===== config.mk =====
export PLATFORM = sky130hd
export DESIGN_NAME = secure_seconds_counter
export DESIGN_NICKNAME = d
export VERILOG_FILES = /design/src/rtl/ssc_pkg.sv /design/src/rtl/ssc_wsync.sv /design/src/rtl/ssc_timebase.sv /design/src/rtl/secure_seconds_counter.sv
export SDC_FILE = /design/constraint.sdc
export NUM_CORES = 1
export LEC_CHECK = 0
export BUFFER_PORTS_ARGS = -buffer_cell sky130_fd_sc_hd__buf_4
export CORE_MARGIN = 3
export CORE_UTILIZATION = 30
export DETAILED_ROUTE_END_ITERATION = 8
export GPL_TIMING_DRIVEN = 0
export PLACE_DENSITY = 0.5
export REMOVE_ABC_BUFFERS = 1
export SYNTH_ARGS = -nofsm -noshare
export SYNTH_HDL_FRONTEND = slang
export SYNTH_SLANG_ARGS = --single-unit

===== constraint.sdc =====
create_clock -name clk -period 4.14 [get_ports clk]
set_clock_uncertainty 0.05 [all_clocks]
set_input_delay 0 -clock clk [delete_from_list [all_inputs] [get_ports clk]]
set_output_delay 0 -clock clk [all_outputs]
set_load 0.05 [all_outputs]

===== src/rtl/ssc_pkg.sv =====
package ssc_pkg;
  localparam int unsigned REG_W  = 32;
  localparam int unsigned ADDR_W = 6;

  localparam logic [ADDR_W-1:0] OFS_SEC   = 6'h00;
  localparam logic [ADDR_W-1:0] OFS_FRAC  = 6'h04;
  localparam logic [ADDR_W-1:0] OFS_ALARM = 6'h08;
  localparam logic [ADDR_W-1:0] OFS_CTRL  = 6'h10;
  localparam logic [ADDR_W-1:0] OFS_STAT  = 6'h14;

  localparam int unsigned CB_RUN   = 3;
  localparam int unsigned CB_WAKE  = 4;
  localparam int unsigned CB_IRQEN = 7;
  localparam int unsigned CB_LOCK  = 8;

  localparam int unsigned SB_ALARM = 3;
  localparam int unsigned SB_ROLL  = 5;

  typedef struct packed {
    logic lock;
    logic irq_en;
    logic wake_en;
    logic run;
  } ctrl_t;
endpackage


===== src/rtl/ssc_wsync.sv =====
module ssc_wsync #(
  parameter int unsigned SEC_W      = 32,
  parameter int unsigned SYNC_TICKS = 3
) (
  input  logic             clk,
  input  logic             rst_n,
  input  logic             tick,
  input  logic             start,
  input  logic [SEC_W-1:0] start_val,
  output logic             fire,
  output logic [SEC_W-1:0] load_val,
  output logic             pending
);
  localparam int unsigned CW = $clog2(SYNC_TICKS + 1);
  localparam logic [CW-1:0] LAST = CW'(SYNC_TICKS - 1);

  logic [CW-1:0] seen_q;

  always_ff @(posedge clk) begin
    if (!rst_n) begin
      pending  <= 1'b0;
      seen_q   <= '0;
      load_val <= '0;
    end else if (start) begin
      pending  <= 1'b1;
      seen_q   <= '0;
      load_val <= start_val;
    end else if (pending && tick) begin
      if (seen_q == LAST) pending <= 1'b0;
      else                seen_q  <= seen_q + 1'b1;
    end
  end

  assign fire = pending && tick && !start && (seen_q == LAST);
endmodule


===== src/rtl/ssc_timebase.sv =====
module ssc_timebase #(
  parameter int unsigned SEC_W  = 32,
  parameter int unsigned FRAC_W = 15
) (
  input  logic              clk,
  input  logic              rst_n,
  input  logic              tick,
  input  logic              run,
  input  logic              load,
  input  logic [SEC_W-1:0]  load_val,
  output logic [SEC_W-1:0]  seconds,
  output logic [FRAC_W-1:0] fraction,
  output logic              wrap
);
  localparam int unsigned CNT_W = SEC_W + FRAC_W;

  logic [CNT_W-1:0] count_q;

  always_ff @(posedge clk) begin
    if (!rst_n)           count_q <= '0;
    else if (load)        count_q <= {load_val, {FRAC_W{1'b0}}};
    else if (run && tick) count_q <= count_q + 1'b1;
  end

  assign seconds  = count_q[CNT_W-1:FRAC_W];
  assign fraction = count_q[FRAC_W-1:0];
  assign wrap     = run && tick && !load && (&count_q);
endmodule


===== src/rtl/secure_seconds_counter.sv =====
module secure_seconds_counter #(
  parameter int unsigned SEC_W      = 32,
  parameter int unsigned FRAC_W     = 15,
  parameter int unsigned SYNC_TICKS = 3
) (
  input  logic        clk,
  input  logic        rst_n,
  input  logic        slow_tick,
  input  logic        bus_wr,
  input  logic [5:0]  bus_addr,
  input  logic [31:0] bus_wdata,
  output logic [31:0] bus_rdata,
  output logic        alarm_irq,
  output logic        alarm_wake
);
  import ssc_pkg::*;

  localparam int unsigned CNT_W = SEC_W + FRAC_W;
  localparam int unsigned PAD_W = REG_W - FRAC_W;

  ctrl_t            ctl_q;
  logic [SEC_W-1:0] alarm_q;
  logic             st_alarm_q, st_roll_q;
  logic             match_d_q;

  logic [SEC_W-1:0]  seconds;
  logic [FRAC_W-1:0] fraction;
  logic              wrap, load_fire, sync_pending;
  logic [SEC_W-1:0]  load_val;

  logic wr_sec, wr_alarm, wr_ctrl, wr_stat;
  assign wr_sec   = bus_wr && (bus_addr == OFS_SEC) && !ctl_q.lock;
  assign wr_alarm = bus_wr && (bus_addr == OFS_ALARM);
  assign wr_ctrl  = bus_wr && (bus_addr == OFS_CTRL);
  assign wr_stat  = bus_wr && (bus_addr == OFS_STAT);

  ssc_wsync #(.SEC_W(SEC_W), .SYNC_TICKS(SYNC_TICKS)) wsync_i (
    .clk(clk), .rst_n(rst_n), .tick(slow_tick),
    .start(wr_sec), .start_val(bus_wdata[SEC_W-1:0]),
    .fire(load_fire), .load_val(load_val), .pending(sync_pending)
  );

  ssc_timebase #(.SEC_W(SEC_W), .FRAC_W(FRAC_W)) tb_i (
    .clk(clk), .rst_n(rst_n), .tick(slow_tick), .run(ctl_q.run),
    .load(load_fire), .load_val(load_val),
    .seconds(seconds), .fraction(fraction), .wrap(wrap)
  );

  logic match, alarm_hit;
  assign match     = (seconds == alarm_q);
  assign alarm_hit = match && !match_d_q;

  always_ff @(posedge clk) begin
    if (!rst_n) begin
      ctl_q      <= '0;
      alarm_q    <= '0;
      st_alarm_q <= 1'b0;
      st_roll_q  <= 1'b0;
      match_d_q  <= 1'b1;
    end else begin
      match_d_q <= match;
      if (wr_ctrl) begin
        ctl_q.run     <= bus_wdata[CB_RUN];
        ctl_q.wake_en <= bus_wdata[CB_WAKE];
        ctl_q.irq_en  <= bus_wdata[CB_IRQEN];
        ctl_q.lock    <= ctl_q.lock | bus_wdata[CB_LOCK];
      end
      if (wr_alarm) alarm_q <= bus_wdata[SEC_W-1:0];
      st_alarm_q <= (st_alarm_q && !(wr_stat && bus_wdata[SB_ALARM])) || alarm_hit;
      st_roll_q  <= (st_roll_q  && !(wr_stat && bus_wdata[SB_ROLL]))  || wrap;
    end
  end

  always_comb begin
    bus_rdata = '0;
    case (bus_addr)
      OFS_SEC:   bus_rdata = REG_W'(seconds);
      OFS_FRAC:  bus_rdata = {fraction, {PAD_W{1'b0}}};
      OFS_ALARM: bus_rdata = REG_W'(alarm_q);
      OFS_CTRL: begin
        bus_rdata[CB_RUN]   = ctl_q.run;
        bus_rdata[CB_WAKE]  = ctl_q.wake_en;
        bus_rdata[CB_IRQEN] = ctl_q.irq_en;
        bus_rdata[CB_LOCK]  = ctl_q.lock;
      end
      OFS_STAT: begin
        bus_rdata[SB_ALARM] = st_alarm_q;
        bus_rdata[SB_ROLL]  = st_roll_q;
      end
      default: bus_rdata = '0;
    endcase
  end

  assign alarm_irq  = st_alarm_q && ctl_q.irq_en;
  assign alarm_wake = st_alarm_q && ctl_q.wake_en;

  logic [CNT_W-1:0] count_view;
  assign count_view = {seconds, fraction};
endmodule


==> results of run 1 <==
-- per-layer routing --
metal,vias up,wire [um]
li1,2925,-
met1,2787,9975
met2,122,8875
met3,15,922
met4,0,241
met5,-,0
-- worst max-delay path, cell delays in order (launching register included) --
cell	delay (ps)
dfxtp_1	330
nand2b_1	260
o31ai_4	700
buf_16	230
nand2_1	570
or4_1	720
nand3_1	90
-- cells in the mapped netlist, types with 4 or more instances --
master	number	share of area, %
nand2_1	175	10
dfxtp_1	121	38
nor2_1	56	3.3
xnor2_1	52	7.2
a21boi_0	50	5.9
clkbuf_1	37	2.2
a21oi_1	33	2.6
o21ai_0	28	2.2
nand3_1	27	2.1
nand4_1	27	2.7
a21boi_1	18	2.1
xor2_1	16	2.2
mux2i_1	15	2.4
a22o_1	12	1.7
nor4_1	10	0.99
and3_1	9	0.89
buf_2	9	0.71
or4_1	9	1.1
a31oi_1	8	0.79
nor3_1	7	0.55
a22oi_1	6	0.71
and2_1	6	0.59
and4_1	6	0.83
or3_1	6	0.59
o21ai_1	5	0.39
buf_6	4	0.71
o31ai_1	4	0.47
-- placed cells by master, fill, tap and decap left out, drive strengths merged, types with 5 or more instances in the layout --
cell type	count
o31ai	5
o21ai	33
xnor2	52
or3	6
nor2	56
and2	7
clkbuf	18
a22oi	6
clkinv	5
a21boi	68
nor4	11
dfxtp	121
and4	10
xor2	16
mux2i	15
nor3	8
or4	10
and3	12
nand3	28
nand2	175
a22o	12
bufinv	5
nand4	28
a31oi	8
buf	78
dlygate4sd3	34
a21oi	33
-- flip-flops by register name (all words and copies together) (netlist names) --
signal            count
match_d_q             1
st_roll_q             1
ctl_q                 4
wsync_i.seen_q        2
st_alarm_q            1
wsync_i.load_val     32
alarm_q              32
wsync_i.pending       1
tb_i.count_q         47
-- metrics by stage --
| step | hold slack [ps] | instances |
|---|---|---|
| 6_report | 73.32 | 1152 |
| 5_1_grt | 114.5 | 1152 |
| 4_1_cts | 97.69 | 1152 |
| 3_5_place_dp | 218.6 | 1086 |
| 3_3_place_gp | 210.1 | 1083 |
| 2_1_floorplan | 11.94 | 738 |
-- cell families (layout without fill, tap and decap cells) --
group,Yosys count,after routing,share of synthesized area [%]
fa+ha+maj,2,2,0.3945
simple gates,359,359,27.01
compound gates,170,170,17.91
buf+inv,62,147,4.734
flops,121,121,38.19
xor+xnor,68,68,9.390
mux,15,15,2.367
-- power by group --
| group | leakage, nW | total, mW | internal [mW] | switching, mW |
|---|---|---|---|---|
| Combinational | 1.47 | 0.132 | 0.0669 | 0.0648 |
| Clock | 0.313 | 1.67 | 1.09 | 0.580 |
| Sequential | 0.975 | 1.17 | 1.17 | 0.00312 |
| Total | 2.75 | 2.97 | 2.32 | 0.648 |
-- final cells by class --
type / count / area (um^2) / area share (%)
clock buffer: 18 / 439.2 / 5.461
clock inverter: 14 / 221.5 / 2.754
inverter: 3 / 11.26 / 0.1400
multi-input combinational: 614 / 3636 / 45.22
sequential: 121 / 2422 / 30.12
tap: 270 / 337.8 / 4.201
timing repair buffer: 112 / 973.4 / 12.11
-- how the worst max path moves through the flow --
stage | from | endpoint | slack, ps | cells after the start
floorplan | bus_addr[5] | tb_i.count_q[37]$_SDFFE_PN0P_ | 1060 | 5
global route | ctl_q[3]$_SDFFE_PN0P_ | tb_i.count_q[41]$_SDFFE_PN0P_ | 870 | 6
detailed placement | bus_addr[3] | alarm_q[2]$_SDFFE_PN0P_ | 100 | 6
finish | ctl_q[3]$_SDFFE_PN0P_ | tb_i.count_q[39]$_SDFFE_PN0P_ | 1120 | 6
global placement | bus_addr[5] | tb_i.count_q[41]$_SDFFE_PN0P_ | -460 | 6
CTS | bus_addr[3] | alarm_q[2]$_SDFFE_PN0P_ | 560 | 6
==> metrics.md, run 1 <==
| Metric | Value |
|---|---|
| Synth Flop Type | dfxtp_1 |
| Met3 Resource Use GR | 3.830% |
| Synthesized instance count | 797 |
| Utilization of the core after routing | 39.24% |
| Number of synthesis warnings | 0 |
| Setup repair after global routing missed its margin | no |
| Slew HR | 13.13% |
| Sort of element at the start of the critical path | flip-flop |
| Worst slack at placement | 98.79 ps |
| Cell chosen for the clock root | clkbuf_16 |
| Number of global-route vias before repair | 5553 |
| Total power | 2.971 mW |
| Avg Cell Area, Syn | 7.958 um^2 |
| Final Setup Violations | 0 |
| Number of optimization iterations in the first detailed-route pass | 5 |
| Reported leakage power | 2.753 nW |
| Final design area excluding fillers | 8041 um^2 |
| Die boundary height | 151.4 um |
| Number of synthesized flops with an enable pin | 0 |
| Initial antenna violation count | 0 |
| Critical path type | reg2reg |
| Initial DRC count | 370 |
| Final cycle utilization of the critical path | 73.05% |
| Vias per Instance | 5.077 |
| Terminating pin of the worst hold path | match_d_q$_SDFF_PN1_ |
| Post-cts sizing count | 0 |
| Vias | 5849 |
| Synthesized area | 6342 um^2 |
| Result of the run | finished clean |
| Setup Total Neg Slack | 0 ps |
| Launch point of the worst hold path | rst_n |
| Clock-pin transition on the worst setup and hold timing paths | 60 ps |
| Data arrival time of the critical path | 3330 ps |
| Met2 track utilization from global routing | 27.72% |
| PnR worst setup slack | 1116 ps |
| Maximum resistive drop on vdd | 268.4 uV |
| Total CTS buffers | 17 |
| Worst path required time | 4450 ps |
| Count of antenna diodes in the layout | 0 |
| R2r setup slk | 1120 ps |
| Cell depth of the worst min-delay path | 2 |
| Critical Path Sink Type | flip-flop |
| Count of cell types in the netlist | 51 |
| Share of synthesized registers carrying an async set or reset | 0% |
| Total of buffers placed on input and output ports | 75 |
| Horizontal die dimension | 151.4 um |
| Total number of clock tree sinks | 121 |
| Fraction of final layout cells with drive strength greater than 1 | 14.63% |
| Number of nets in the layout | 913 |
| Initial Util | 30.95% |
| IO Pins | 76 |
| Routing usage on met1 | 26.41% |
| Area added between synthesis and finish | 26.79% |
| Filler instances | 2206 |
| Antenna-violating nets left | 0 |
| Placeable core region | 20490 um^2 |
| Wire length of the first global-routing pass | 32.08 mm |
| Number of cell instances on the worst register-to-register path | 6 |
| Worst min path class | in2reg |
| Routed length per placed instance | 17.37 um |
| Number of max-cap violations | 0 |
| Largest buffer count on any clock path | 2 |
| TritonCTS clock tree | built |
| Die area | 22920 um^2 |
| Worst-skew pair later-pin latency | 420 ps |
| Biggest fanout along the worst timing path | 24 |
| Global placement routability congestion | 0.8744 |
| Transition time at the pin with the least slew margin | 1298 ps |
| Pwr Density | 369.5 nW/um^2 |
| Total routing usage reported by global routing | 18.25% |
| CTS hold repair buffers | 34 |
| Reg-to-Reg Start | ctl_q[3]$_SDFFE_PN0P_ |
| Post-CTS setup buffer count | 0 |
| Detailed Place HPWL | 13.90 mm |
| Total count of hold-check failures in the final report | 0 |
| Area post-placement | 7034 um^2 |
| Sequential element share of the synthesized area | 38.19% |
| Number of remaining DRC errors | 0 |
| Worst r2r dst | tb_i.count_q[39]$_SDFFE_PN0P_ |
| Min cycle time layout | 3024 ps |
| Pins Over Slew Limit | 0 |
| Residual overflow from global routing | 0 |
| Pin count of the biggest net entering global routing | 103 |
| Total wire length | 20.02 mm |
| Global-route layer with the greatest usage | met2 |
| Max Freq | 0.3307 GHz |
| Flip-flop and latch count after synthesis | 121 |
| Total number of placement rows | 52 |
| H-tree lvl count | 4 |
Power figures use the tool's default switching activity.
==> inputs of run 2 (changes only) <==
ABC_AREA = 1   (was default)
PLACE_DENSITY = 0.51   (was 0.5)
clock period = 2.55 ns   (was 4.14 ns; I/O delays follow)
==> run 2 against run 1 <==
Via count is 29% higher. Final cell count rose by 33%. Sequential power is 63% higher. Design area increased by 10%. Routed wire length is 28% higher. Clock-buffer cell count is 7 higher. Setup slack got worse by 940 ps. Critical path depth up 2. Utilization down 0.41 points. Combinational power is 55% higher. Die area grew 10%. Synthesized cell count increased by 41%. Highest routed layer unchanged.
==> metrics.md, run 2 <==
| Metric | Value |
|---|---|
| Min cycle time layout | 2375 ps |
| Avg Cell Area, Syn | 6.248 um^2 |
| Total wire length | 25.54 mm |
| Number of global-route vias before repair | 7075 |
| Filler instances | 2482 |
| Area added between synthesis and finish | 26.26% |
| Number of optimization iterations in the first detailed-route pass | 6 |
| Total CTS buffers | 17 |
| Min Hold Slack | 21.23 ps |
| Synthesized instance count | 1121 |
| Largest registers | tb_i.count_q: 47 flops, alarm_q: 32 flops, wsync_i.load_val: 32 flops |
| Total of buffers placed on input and output ports | 75 |
| Final cycle utilization of the critical path | 93.14% |
| Commonest non-fill, non-tap cell in the layout | nand2_1 |
| Most frequent cell after synthesis | nand2_1 |
| Synth Flop Type | dfxtp_1 |
| Total number of placement rows | 55 |
| Setup Total Neg Slack | 0 ps |
| Global placement routability congestion | 0.9773 |
| Sort of element at the start of the critical path | flip-flop |
| Die area | 25220 um^2 |
| Number of remaining DRC errors | 0 |
| PnR worst setup slack | 175.0 ps |
| Total power | 4.862 mW |
| Portion of total power attributed to the clock network | 56.5% |
| Number of synthesized flops with an enable pin | 0 |
| Antenna-violating nets left | 0 |
| Total number of clock tree sinks | 121 |
| Portion of synthesized cell area occupied by the leading cell type | 34.58% |
| Count of cell types in the netlist | 42 |
| Net switching component of the power | 1.000 mW |
| Share of synthesized registers carrying an async set or reset | 0% |
| Data arrival time of the critical path | 2660 ps |
| Clock-pin transition on the worst setup and hold timing paths | 60 ps |
| Utilization of the core after routing | 38.82% |
| Final design area excluding fillers | 8843 um^2 |
| Detailed Place HPWL | 17.57 mm |
| Number of cell instances on the worst register-to-register path | 8 |
| Worst slack at placement | -1678 ps |
| Total routing usage reported by global routing | 20.15% |
| Cell chosen for the clock root | clkbuf_16 |
| TritonCTS clock tree | built |
| Maximum resistive drop on vdd | 329.7 uV |
| Worst min path class | in2reg |
| Fraction of final layout cells with drive strength greater than 1 | 10.98% |
| Switching Share | 20.58% |
| Number of synthesis warnings | 0 |
| Reported leakage power | 3.448 nW |
| Final Setup Violations | 0 |
| Max Freq | 0.4211 GHz |
| Area post-placement | 7766 um^2 |
| Largest buffer count on any clock path | 2 |
| Flip-flop and latch count after synthesis | 121 |
| Total count of hold-check failures in the final report | 0 |
| Routed length per placed instance | 16.66 um |
| Synthesized area | 7004 um^2 |
| Pin count of the biggest net entering global routing | 79 |
| Sequential element share of the synthesized area | 34.58% |
| Wire length of the first global-routing pass | 40.14 mm |
| Fraction of power consumed by combinational cells | 4.2% |
| Initial DRC count | 658 |
| IO Pins | 76 |
| Top cells by area in the synthesized netlist | dfxtp_1 (35%), nand2_1 (14%), nor2_1 (12%) |
| Initial antenna violation count | 0 |
| Critical path type | reg2reg |
| Biggest fanout along the worst timing path | 7 |
| Most frequent cells in the layout | nand2_1 (266), nor2_1 (220), dfxtp_1 (121) |
| Slew HR | 6.616% |
| Number of max-cap violations | 0 |
| Setup repair after global routing missed its margin | no |
| Commonest cells in the synthesized netlist | nand2_1 (268), nor2_1 (220), dfxtp_1 (121) |
| Cell depth of the worst min-delay path | 5 |
| Vias per Instance | 4.933 |
| Pwr Density | 549.8 nW/um^2 |
| Residual overflow from global routing | 0 |
| Placeable core region | 22780 um^2 |
| H-tree lvl count | 4 |
| Yosys top cell by area | dfxtp_1 |
| Number of nets in the layout | 1251 |
| Final Non-Filler Cells | 1533 |
| Worst path required time | 2840 ps |
| Pins Over Slew Limit | 0 |
| Initial Util | 30.75% |
| Top register by number of flip-flops | tb_i.count_q |
| Internal | 3.862 mW |
| # placed instances | 1463 |
| Count of antenna diodes in the layout | 0 |
| Largest register FFs | 47 |
| Transition time at the pin with the least slew margin | 1393 ps |
| Die boundary height | 158.8 um |
| Result of the run | finished clean |
| Vias | 7562 |
| Power share of the sequential group | 39.3% |
| Critical Path Sink Type | flip-flop |
| Horizontal die dimension | 158.8 um |
| Worst-skew pair later-pin latency | 420 ps |
run 2: cell count changes in the layout (fill, tap and decap cells not counted), moves of 15 or more:
cell      delta
mux2i_1     -15
nor2_1     +164
nand4_1     -16
a21boi_1    -18
nand2_1     +92
xnor2_1     -31
a21boi_0    -50
o21ai_0     +64
inv_1      +102
nand3_1     +72
run 2: cell type report:
class | instances | area [um^2] | area share (%)
sequential | 121 | 2422 | 27.39
tap | 313 | 391.6 | 4.428
clock inverter | 7 | 160.2 | 1.811
timing repair buffer | 112 | 948.4 | 10.72
inverter | 112 | 424.2 | 4.796
multi-input combinational | 843 | 3991 | 45.13
clock buffer | 25 | 505.5 | 5.716
run 2: kinds of logic after synthesis:
kind of cell | count (synthesis) | synth area share, %
and+or+nand+nor | 636 | 38.46
AOI/OAI and AO/OA | 173 | 13.65
buffers and inverters | 159 | 9.200
adders and majority gates | 2 | 0.3572
DFF | 121 | 34.58
xor gates and xnor gates | 30 | 3.751
run 2: worst max-delay path: stages (launching register included):
cell and delay [ps]:
dfxtp_1 460, nand2_1 180, nor2_1 350, nand2_1 180, nor2_4 230, nand3_1 150
nor2_1 230, nand4_1 260, a21oi_1 200
run 2: worst paths after layout:
kind / slack, ps / from / endpoint
worst max-delay path: 180 / tb_i.count_q[8]$_SDFFE_PP0P_ / st_roll_q$_SDFF_PN0_
worst min-delay path: 20 / bus_addr[5] / ctl_q[2]$_SDFFE_PN0P_
worst max register to register: 180 / tb_i.count_q[8]$_SDFFE_PP0P_ / st_roll_q$_SDFF_PN0_
worst min register to register: 430 / st_roll_q$_SDFF_PN0_ / st_roll_q$_SDFF_PN0_
run 2: power by group through the flow:
stage / Sequential [mW] / Clock (mW) / Combinational [mW]
global placement: 1.95 / 0 / 0.153
CTS: 1.91 / 2.79 / 0.205
global route: 1.91 / 2.88 / 0.224
detailed placement: 1.95 / 0 / 0.155
floorplan: 1.95 / 0 / 0.0545
finish: 1.91 / 2.75 / 0.204
run 2: repair_timing:
item	4_1_cts	5_1_grt
gates cloned	2	0
pin swaps	2	1
endpoints found under the hold margin	72	0
resized for setup	7	1
endpoints found under the setup margin	78	1
buffers inserted	1	0
hold buffers	35	0
run 2: metal layers:
| layer | vias up | wire (um) | global-route usage (%) |
|---|---|---|---|
| met5 | - | 0 | 0 |
| met4 | 0 | 640 | 6.407 |
| met3 | 32 | 1376 | 3.235 |
| met2 | 212 | 11220 | 31.52 |
| met1 | 3533 | 12290 | 28.41 |
| li1 | 3785 | - | - |
